===== config.mk =====
export PLATFORM = sky130hd
export DESIGN_NAME = hw_cursor_overlay
export DESIGN_NICKNAME = d
export VERILOG_FILES = /design/src/rtl/hwc_pkg.sv /design/src/rtl/hwc_regs.sv /design/src/rtl/hwc_fetch.sv /design/src/rtl/hwc_mixer.sv /design/src/rtl/hw_cursor_overlay.sv
export SDC_FILE = /design/constraint.sdc
export NUM_CORES = 1
export LEC_CHECK = 0
export BUFFER_PORTS_ARGS = -buffer_cell sky130_fd_sc_hd__buf_2
export CORE_UTILIZATION = 55
export CTS_CLUSTER_DIAMETER = 150
export DETAILED_ROUTE_END_ITERATION = 16
export MAX_ROUTING_LAYER = met4
export PLACE_DENSITY = 0.74
export SLEW_MARGIN = 15
export SYNTH_ARGS = -nofsm -noshare
export SYNTH_HDL_FRONTEND = slang
export SYNTH_SLANG_ARGS = --single-unit

===== constraint.sdc =====
create_clock -name clk -period 23.1 [get_ports clk]
set_input_delay 1.155 -clock clk [delete_from_list [all_inputs] [get_ports clk]]
set_output_delay 1.155 -clock clk [all_outputs]
set_load 0.1 [all_outputs]

===== src/rtl/hwc_pkg.sv =====
package hwc_pkg;
  localparam int CUR_DIM  = 64;
  localparam int ROW_BITS = 2 * CUR_DIM;

  localparam logic [2:0] RA_CTRL   = 3'd0;
  localparam logic [2:0] RA_COLOR0 = 3'd1;
  localparam logic [2:0] RA_COLOR1 = 3'd2;
  localparam logic [2:0] RA_BASE   = 3'd3;
  localparam logic [2:0] RA_POS    = 3'd4;
  localparam logic [2:0] RA_PRESET = 3'd5;

  localparam int EN_BIT = 7;

  typedef enum logic [1:0] {
    CODE_C0   = 2'd0,
    CODE_C1   = 2'd1,
    CODE_PASS = 2'd2,
    CODE_INV  = 2'd3
  } cur_code_e;

  typedef enum logic [1:0] {
    F_IDLE = 2'd0,
    F_REQ0 = 2'd1,
    F_REQ1 = 2'd2,
    F_CAP1 = 2'd3
  } fetch_st_e;
endpackage


===== src/rtl/hwc_regs.sv =====
module hwc_regs
  import hwc_pkg::*;
#(
  parameter int PIX_W   = 24,
  parameter int MEM_AW  = 16,
  parameter int COORD_W = 16
) (
  input  logic               clk,
  input  logic               rst_n,
  input  logic               reg_we,
  input  logic [2:0]         reg_addr,
  input  logic [31:0]        reg_wdata,
  input  logic               frame_start,
  output logic               cur_en,
  output logic [PIX_W-1:0]   color0,
  output logic [PIX_W-1:0]   color1,
  output logic [MEM_AW-1:0]  base_sh,
  output logic [COORD_W-1:0] pos_x_sh,
  output logic [COORD_W-1:0] pos_y_sh,
  output logic [COORD_W-1:0] pre_x_sh,
  output logic [COORD_W-1:0] pre_y_sh
);
  logic               en_q;
  logic [PIX_W-1:0]   c0_q, c1_q;
  logic [MEM_AW-1:0]  base_q, base_s_q;
  logic [COORD_W-1:0] px_q, py_q, rx_q, ry_q;
  logic [COORD_W-1:0] px_s_q, py_s_q, rx_s_q, ry_s_q;

  logic we_ctrl, we_c0, we_c1, we_base, we_pos, we_pre;
  logic unused_wdata;

  always_comb begin
    we_ctrl = reg_we && (reg_addr == RA_CTRL);
    we_c0   = reg_we && (reg_addr == RA_COLOR0);
    we_c1   = reg_we && (reg_addr == RA_COLOR1);
    we_base = reg_we && (reg_addr == RA_BASE);
    we_pos  = reg_we && (reg_addr == RA_POS);
    we_pre  = reg_we && (reg_addr == RA_PRESET);
  end

  assign unused_wdata = ^reg_wdata;

  // Staged (software-visible) registers
  always_ff @(posedge clk or negedge rst_n) begin
    if (!rst_n) begin
      en_q   <= 1'b0;
      c0_q   <= '0;
      c1_q   <= '0;
      base_q <= '0;
      px_q   <= '0;
      py_q   <= '0;
      rx_q   <= '0;
      ry_q   <= '0;
    end else begin
      if (we_ctrl) en_q   <= reg_wdata[EN_BIT];
      if (we_c0)   c0_q   <= reg_wdata[PIX_W-1:0];
      if (we_c1)   c1_q   <= reg_wdata[PIX_W-1:0];
      if (we_base) base_q <= reg_wdata[MEM_AW-1:0];
      if (we_pos) begin
        px_q <= reg_wdata[COORD_W-1:0];
        py_q <= reg_wdata[16+COORD_W-1:16];
      end
      if (we_pre) begin
        rx_q <= reg_wdata[COORD_W-1:0];
        ry_q <= reg_wdata[16+COORD_W-1:16];
      end
    end
  end

  // Frame-synchronous shadow copies
  always_ff @(posedge clk or negedge rst_n) begin
    if (!rst_n) begin
      base_s_q <= '0;
      px_s_q   <= '0;
      py_s_q   <= '0;
      rx_s_q   <= '0;
      ry_s_q   <= '0;
    end else if (frame_start) begin
      base_s_q <= base_q;
      px_s_q   <= px_q;
      py_s_q   <= py_q;
      rx_s_q   <= rx_q;
      ry_s_q   <= ry_q;
    end
  end

  assign cur_en   = en_q;
  assign color0   = c0_q;
  assign color1   = c1_q;
  assign base_sh  = base_s_q;
  assign pos_x_sh = px_s_q;
  assign pos_y_sh = py_s_q;
  assign pre_x_sh = rx_s_q;
  assign pre_y_sh = ry_s_q;

  assert_shadow_hold_R8: assert property (@(posedge clk) disable iff (!rst_n)
    !frame_start |=> ($stable(pos_x_sh) && $stable(pos_y_sh) && $stable(base_sh)
                      && $stable(pre_x_sh) && $stable(pre_y_sh)));

  assert_color_write_R9: assert property (@(posedge clk) disable iff (!rst_n)
    we_c1 |=> color1 == $past(reg_wdata[PIX_W-1:0]));
endmodule


===== src/rtl/hwc_fetch.sv =====
module hwc_fetch
  import hwc_pkg::*;
#(
  parameter int MEM_AW  = 16,
  parameter int COORD_W = 16
) (
  input  logic                clk,
  input  logic                rst_n,
  input  logic                frame_start,
  input  logic                line_start,
  input  logic                cur_en,
  input  logic [MEM_AW-1:0]   base_sh,
  input  logic [COORD_W-1:0]  pos_y_sh,
  input  logic [COORD_W-1:0]  pre_y_sh,
  output logic                mem_rd_en,
  output logic [MEM_AW-1:0]   mem_rd_addr,
  input  logic [63:0]         mem_rd_data,
  output logic [ROW_BITS-1:0] row_bits,
  output logic                row_valid
);
  localparam int RW = $clog2(CUR_DIM);
  localparam int SW = COORD_W + 2;

  fetch_st_e           st_q, st_d;
  logic [COORD_W-1:0]  ny_q, ny_d;
  logic [MEM_AW-1:0]   addr_q, addr_d;
  logic [ROW_BITS-1:0] row_q, row_d;
  logic                vld_q, vld_d;

  logic [SW-1:0]       row_sum;
  logic                row_hit;
  logic [MEM_AW-1:0]   row_off;

  always_comb begin
    row_sum = {2'b00, ny_q} + {2'b00, pre_y_sh} - {2'b00, pos_y_sh};
    row_hit = cur_en && (ny_q >= pos_y_sh) && (row_sum < SW'(CUR_DIM));
    row_off = MEM_AW'({row_sum[RW-1:0], 1'b0});
  end

  always_comb begin
    st_d   = st_q;
    ny_d   = ny_q;
    addr_d = addr_q;
    row_d  = row_q;
    vld_d  = vld_q;
    if (frame_start) ny_d = '0;
    case (st_q)
      F_IDLE: begin
        if (line_start) begin
          ny_d  = ny_q + 1'b1;
          vld_d = 1'b0;
          if (row_hit) begin
            addr_d = base_sh + row_off;
            st_d   = F_REQ0;
          end
        end
      end
      F_REQ0: begin
        addr_d = addr_q + 1'b1;
        st_d   = F_REQ1;
      end
      F_REQ1: begin
        row_d[63:0] = mem_rd_data;
        st_d        = F_CAP1;
      end
      default: begin
        row_d[ROW_BITS-1:64] = mem_rd_data;
        vld_d                = 1'b1;
        st_d                 = F_IDLE;
      end
    endcase
  end

  always_ff @(posedge clk or negedge rst_n) begin
    if (!rst_n) begin
      st_q   <= F_IDLE;
      ny_q   <= '0;
      addr_q <= '0;
      row_q  <= '0;
      vld_q  <= 1'b0;
    end else begin
      st_q   <= st_d;
      ny_q   <= ny_d;
      addr_q <= addr_d;
      row_q  <= row_d;
      vld_q  <= vld_d;
    end
  end

  assign mem_rd_en   = (st_q == F_REQ0) || (st_q == F_REQ1);
  assign mem_rd_addr = addr_q;
  assign row_bits    = row_q;
  assign row_valid   = vld_q;

  assert_read_pair_R5: assert property (@(posedge clk) disable iff (!rst_n)
    (mem_rd_en && !$past(mem_rd_en)) |=> (mem_rd_en && mem_rd_addr == $past(mem_rd_addr) + 1'b1));

  assert_line_clears_row_R12: assert property (@(posedge clk) disable iff (!rst_n)
    (line_start && st_q == F_IDLE) |=> !row_valid);

  assert_no_read_disabled_R2: assert property (@(posedge clk) disable iff (!rst_n)
    (line_start && !cur_en && st_q == F_IDLE) |=> !mem_rd_en);
endmodule


===== src/rtl/hwc_mixer.sv =====
module hwc_mixer
  import hwc_pkg::*;
#(
  parameter int PIX_W   = 24,
  parameter int COORD_W = 16
) (
  input  logic                clk,
  input  logic                rst_n,
  input  logic                line_start,
  input  logic                de,
  input  logic [PIX_W-1:0]    pix_in,
  input  logic                cur_en,
  input  logic                row_valid,
  input  logic [ROW_BITS-1:0] row_bits,
  input  logic [PIX_W-1:0]    color0,
  input  logic [PIX_W-1:0]    color1,
  input  logic [COORD_W-1:0]  pos_x_sh,
  input  logic [COORD_W-1:0]  pre_x_sh,
  output logic [PIX_W-1:0]    pix_out,
  output logic                out_valid
);
  localparam int CW = $clog2(CUR_DIM);
  localparam int SW = COORD_W + 2;

  logic [COORD_W-1:0] x_q, x_d;
  logic [PIX_W-1:0]   pix_q, pix_d;
  logic               ov_q;

  logic [SW-1:0]      col_sum;
  logic               in_cur;
  logic [CW:0]        bit_idx;
  cur_code_e          code;

  always_comb begin
    col_sum = {2'b00, x_q} + {2'b00, pre_x_sh} - {2'b00, pos_x_sh};
    in_cur  = cur_en && row_valid && (x_q >= pos_x_sh) && (col_sum < SW'(CUR_DIM));
    bit_idx = {col_sum[CW-1:0], 1'b0};
    code    = cur_code_e'(row_bits[bit_idx +: 2]);
  end

  always_comb begin
    pix_d = pix_in;
    if (in_cur) begin
      case (code)
        CODE_C0:   pix_d = color0;
        CODE_C1:   pix_d = color1;
        CODE_PASS: pix_d = pix_in;
        default:   pix_d = ~pix_in;
      endcase
    end
    x_d = x_q;
    if (line_start)  x_d = '0;
    else if (de)     x_d = x_q + 1'b1;
  end

  always_ff @(posedge clk or negedge rst_n) begin
    if (!rst_n) begin
      x_q   <= '0;
      pix_q <= '0;
      ov_q  <= 1'b0;
    end else begin
      x_q  <= x_d;
      ov_q <= de;
      if (de) pix_q <= pix_d;
    end
  end

  assign pix_out   = pix_q;
  assign out_valid = ov_q;

  assert_bypass_R2: assert property (@(posedge clk) disable iff (!rst_n)
    (de && !cur_en) |=> (pix_out == $past(pix_in)));

  assert_valid_follows_R10: assert property (@(posedge clk) disable iff (!rst_n)
    de |=> out_valid);

  assert_idle_invalid_R10: assert property (@(posedge clk) disable iff (!rst_n)
    !de |=> !out_valid);
endmodule


===== src/rtl/hw_cursor_overlay.sv =====
module hw_cursor_overlay
  import hwc_pkg::*;
#(
  parameter int PIX_W   = 24,
  parameter int MEM_AW  = 16,
  parameter int COORD_W = 16
) (
  input  logic              clk,
  input  logic              rst_n,
  input  logic              reg_we,
  input  logic [2:0]        reg_addr,
  input  logic [31:0]       reg_wdata,
  input  logic              frame_start,
  input  logic              line_start,
  input  logic              de,
  input  logic [PIX_W-1:0]  pix_in,
  output logic              mem_rd_en,
  output logic [MEM_AW-1:0] mem_rd_addr,
  input  logic [63:0]       mem_rd_data,
  output logic [PIX_W-1:0]  pix_out,
  output logic              out_valid
);
  logic rst_s1_q, rst_s2_q;

  always_ff @(posedge clk or negedge rst_n) begin
    if (!rst_n) begin
      rst_s1_q <= 1'b0;
      rst_s2_q <= 1'b0;
    end else begin
      rst_s1_q <= 1'b1;
      rst_s2_q <= rst_s1_q;
    end
  end

  logic                cur_en;
  logic [PIX_W-1:0]    color0, color1;
  logic [MEM_AW-1:0]   base_sh;
  logic [COORD_W-1:0]  pos_x_sh, pos_y_sh, pre_x_sh, pre_y_sh;
  logic [ROW_BITS-1:0] row_bits;
  logic                row_valid;

  hwc_regs #(.PIX_W(PIX_W), .MEM_AW(MEM_AW), .COORD_W(COORD_W)) u_regs (
    .clk(clk), .rst_n(rst_s2_q), .reg_we(reg_we), .reg_addr(reg_addr),
    .reg_wdata(reg_wdata), .frame_start(frame_start), .cur_en(cur_en),
    .color0(color0), .color1(color1), .base_sh(base_sh),
    .pos_x_sh(pos_x_sh), .pos_y_sh(pos_y_sh),
    .pre_x_sh(pre_x_sh), .pre_y_sh(pre_y_sh)
  );

  hwc_fetch #(.MEM_AW(MEM_AW), .COORD_W(COORD_W)) u_fetch (
    .clk(clk), .rst_n(rst_s2_q), .frame_start(frame_start),
    .line_start(line_start), .cur_en(cur_en), .base_sh(base_sh),
    .pos_y_sh(pos_y_sh), .pre_y_sh(pre_y_sh), .mem_rd_en(mem_rd_en),
    .mem_rd_addr(mem_rd_addr), .mem_rd_data(mem_rd_data),
    .row_bits(row_bits), .row_valid(row_valid)
  );

  hwc_mixer #(.PIX_W(PIX_W), .COORD_W(COORD_W)) u_mixer (
    .clk(clk), .rst_n(rst_s2_q), .line_start(line_start), .de(de),
    .pix_in(pix_in), .cur_en(cur_en), .row_valid(row_valid),
    .row_bits(row_bits), .color0(color0), .color1(color1),
    .pos_x_sh(pos_x_sh), .pre_x_sh(pre_x_sh),
    .pix_out(pix_out), .out_valid(out_valid)
  );

  assert_reset_quiet_R1: assert property (@(posedge clk)
    !rst_s2_q |=> (!mem_rd_en && !out_valid));
endmodule


==> metrics.cfg <==
[critical_path]
crit_arrival_ns=6.02
cpMaxStageDelayCell=dfrtp_1
endpoint_kind=flop
reg2reg_depth=21
timing.reg2reg.setup_slack_ns=17.53
crit_chain=ha_1, fa_1, a21oi_1, nor2_1, a311oi_2, a211oi_1, o31a_1, o21ai_0, nand2b_1, a21oi_1, xnor2_1, ha_1, nor2b_1, a221oi_1, o211ai_1, nor4_1, o211ai_1, a2111oi_0, nand4_1, nand2_1, mux2_2
cp_slowest_stage_delay_ns=0.44
start_kind=flop
worst-path-buf-inv=0
worstSetupPathType=flop to flop
timing.rr.start=u_fetch.ny_q[0]$_DFF_PN0_
rr_endpoint=u_fetch.st_q[1]$_DFFE_PN0P_
cp.required_ns=23.56
crit_family=compound AO/OA/AOI/OAI gates
crit_cells=21
path_max_fanout=10

[die]
fp.dieW_um=205.8
ios=171
start_util_pct=55.84
die_y_um=205.8
dieArea_um2=42370
core_area_um2=40920
num_rows=74

[cts]
clock_latency_ns=0.57
cts_max_path_buffers=3
numCtsBuffers=45
hold_buffers=0
clk_pin_slew_ns=0.06
post_cts_buffers=0
cts_max_level=2
cts_resized=0
cts_tree=done
cts.sinks=415
cts_root_buffer=clkbuf_16

[drt]
vias_per_cell=6.006
drc=0
finalWirelength_um=55070
wl_met3_um=2912
route.vias.total=16180
dr.pass1.iters=7
maxUsedRoutingLayer=met4
wl_per_cell_um=20.45
drt-met1-wl_um=22770
drtAntennaViolNets=0
dr.first_iter.drc_count=1078
dr_wl_met2_um=27690

[timing]
fin_crit_sh_pct=24.10
worst_slack_ns=17.53
worst_pin_slew_ns=1.117
fmax_ghz=0.1796
finalHoldViolCount=0
finalSetupTns_ns=0
rsz0062_at_grt=no
timing.final.crit_period_ns=5.567
report.final.slew_viol_count=0
setup_violations=0
slew-limit-headroom_pct=25.34
skew_ns=0.02025

[grt]
grt_use_total_pct=27.19
grt_pass1_vias=16670
grt_max_degree=182
antenna_found_initial=4
grt_pass1_wl_um=87400
grt-ovfl-total=0

[power]
finalPower_mw=2.707
peakVddDrop_v=0.0001591
pwr-share-seq_pct=32.4
power_frac_comb_pct=39.8
p_sw_mw=0.9633
p_sw_share_pct=35.58
powerDensity_nw_per_um2=105.3
internal_power_mw=1.744
clkPwrFrac_pct=27.8
leakagePower_nw=12.07

[synth]
netlist_area_um2=22850
ys_async_sr_fraction_pct=100.0
synth_ff_type=dfrtp_1
seq_area_frac_synth_pct=45.44
syn_nets=2219
yosys-top-cells-count=dfrtp_1 (415), mux2_2 (336), ha_1 (110), nand2_1 (110), o21ai_0 (98)
netlist_instances=1975
synthDistinctLibCells=81
ys_warn_count=0
yosysTopAreaCellShare_pct=45.44
synth.avg_cell_area_um2=11.57
yosysMostFrequentCell=dfrtp_1
netlist_top_cells_area=dfrtp_1 (45%), mux2_2 (17%), ha_1 (6.0%), xnor2_1 (2.5%), mux4_2 (2.2%)
synth_area_leader_cell=dfrtp_1
synth_edf_count=0
ys_ff_latch=415

[place]
dp_hpwl_um=38650
place_congestion=0.9201
dpl_cell_area_um2=24140
numPortBuffers=170
pre_cts_ws_ns=17.54

[status]
status=complete, no violations

[layout]
fin_util_pct=62.84
area_growth_pct=12.53
finish.instance_area_um2=25720
finalNetCount=2364
drive_gt1_share_pct=30.77

[worst_hold_path]
hold_class=flop to asynchronous set/reset pin

[job]
drv_cap=0

==> worst max-delay path by stage <==
stage / from / to / slack, ns
floorplan: rst_s2_q$_DFF_PN0_ / u_fetch.mem_rd_addr[0]$_DFFE_PN0P_ / 10.68
global placement: u_mixer.x_q[1]$_DFFE_PN0P_ / u_mixer.pix_out[1]$_DFFE_PN0P_ / 17.75
detailed placement: u_mixer.x_q[1]$_DFFE_PN0P_ / u_mixer.pix_out[10]$_DFFE_PN0P_ / 17.54
CTS: u_mixer.x_q[1]$_DFFE_PN0P_ / u_mixer.pix_out[15]$_DFFE_PN0P_ / 17.50
global route: u_fetch.ny_q[1]$_DFF_PN0_ / u_fetch.mem_rd_addr[2]$_DFFE_PN0P_ / 17.11
finish: u_fetch.ny_q[0]$_DFF_PN0_ / u_fetch.st_q[1]$_DFFE_PN0P_ / 17.53
==> stage by stage <==
step,cells,hold slack (ns)
detailed placement,2605,0.3364
finish,2693,0.3506
floorplan,1975,0.3312
CTS,2687,0.3290
global route,2691,0.3343
global placement,2605,0.3367
==> state kept, by name (all words and copies together) (netlist names), 24 cells and up <==
name              cells
u_regs.color1        24
u_regs.color0        24
u_fetch.row_bits    128
u_mixer.pix_out      24
==> layout make-up <==
type	count	area [µm²]
Multi-Input combinational cell	1403	11830
Clock buffer	58	1246
Clock inverter	24	305.3
Inverter	64	240.2
Tap cell	532	665.6
Fill cell	3213	15210
Antenna cell	6	15.01
Sequential cell	415	10390
Timing Repair Buffer	191	1023
==> logic make-up after synthesis <==
group	Yosys count	synth area share (%)
compound gates	365	10.39
buf+inv	157	2.924
simple gates	412	8.886
flops	415	45.44
xor+xnor	92	3.526
other cells	1	0.01641
fa+ha+maj	115	6.461
mux	418	22.35
==> layer usage <==
layer / vias up / track usage [%]
met5: - / -
met4: 0 / 9.270
met3: 119 / 5.385
met2: 401 / 45.78
met1: 8153 / 32.60
li1: 7502 / -
==> power groups by stage <==
stage          clock (mW)  sequential [mW]  combinational [mW]
2_1_floorplan           0            0.903               0.826
3_3_place_gp            0            0.884                1.05
3_5_place_dp            0            0.889                1.07
4_1_cts             0.765            0.878                1.08
5_1_grt             0.792            0.888                1.18
6_report            0.752            0.878                1.08
==> layout by cell type, fill, tap and decap left out, types with 9 or more instances in the layout <==
master       n
nor2_1      92
nand2_1    110
o21ai_1     21
xnor2_1     64
buf_4       21
nand2b_1    16
a31oi_1     44
ha_1       107
mux2i_1     46
buf_2      169
clkinv_2     9
a211oi_1    15
nor2b_1     39
a21oi_1     71
inv_1       63
mux4_2      22
xor2_1      28
nand3_1     38
mux4_1      14
nand4_1     14
or3_1        9
mux2_2     336
o21ai_0     98
clkbuf_16   46
o21a_1      13
dfrtp_1    414
nor3_1      25
o211ai_1     9
a21o_1      22
and3_1      20
==> worst reg2reg max path: cells and delay by family, from the launching register on <==
family,cells,cell delay [ns]
adders and majority gates,3,0.99
xor gates and xnor gates,1,0.14
AOI/OAI and AO/OA,10,2.39
and+or+nand+nor,6,1.16
DFF,1,0.44
muxes,1,0.33
Power figures use the tool's default switching activity.
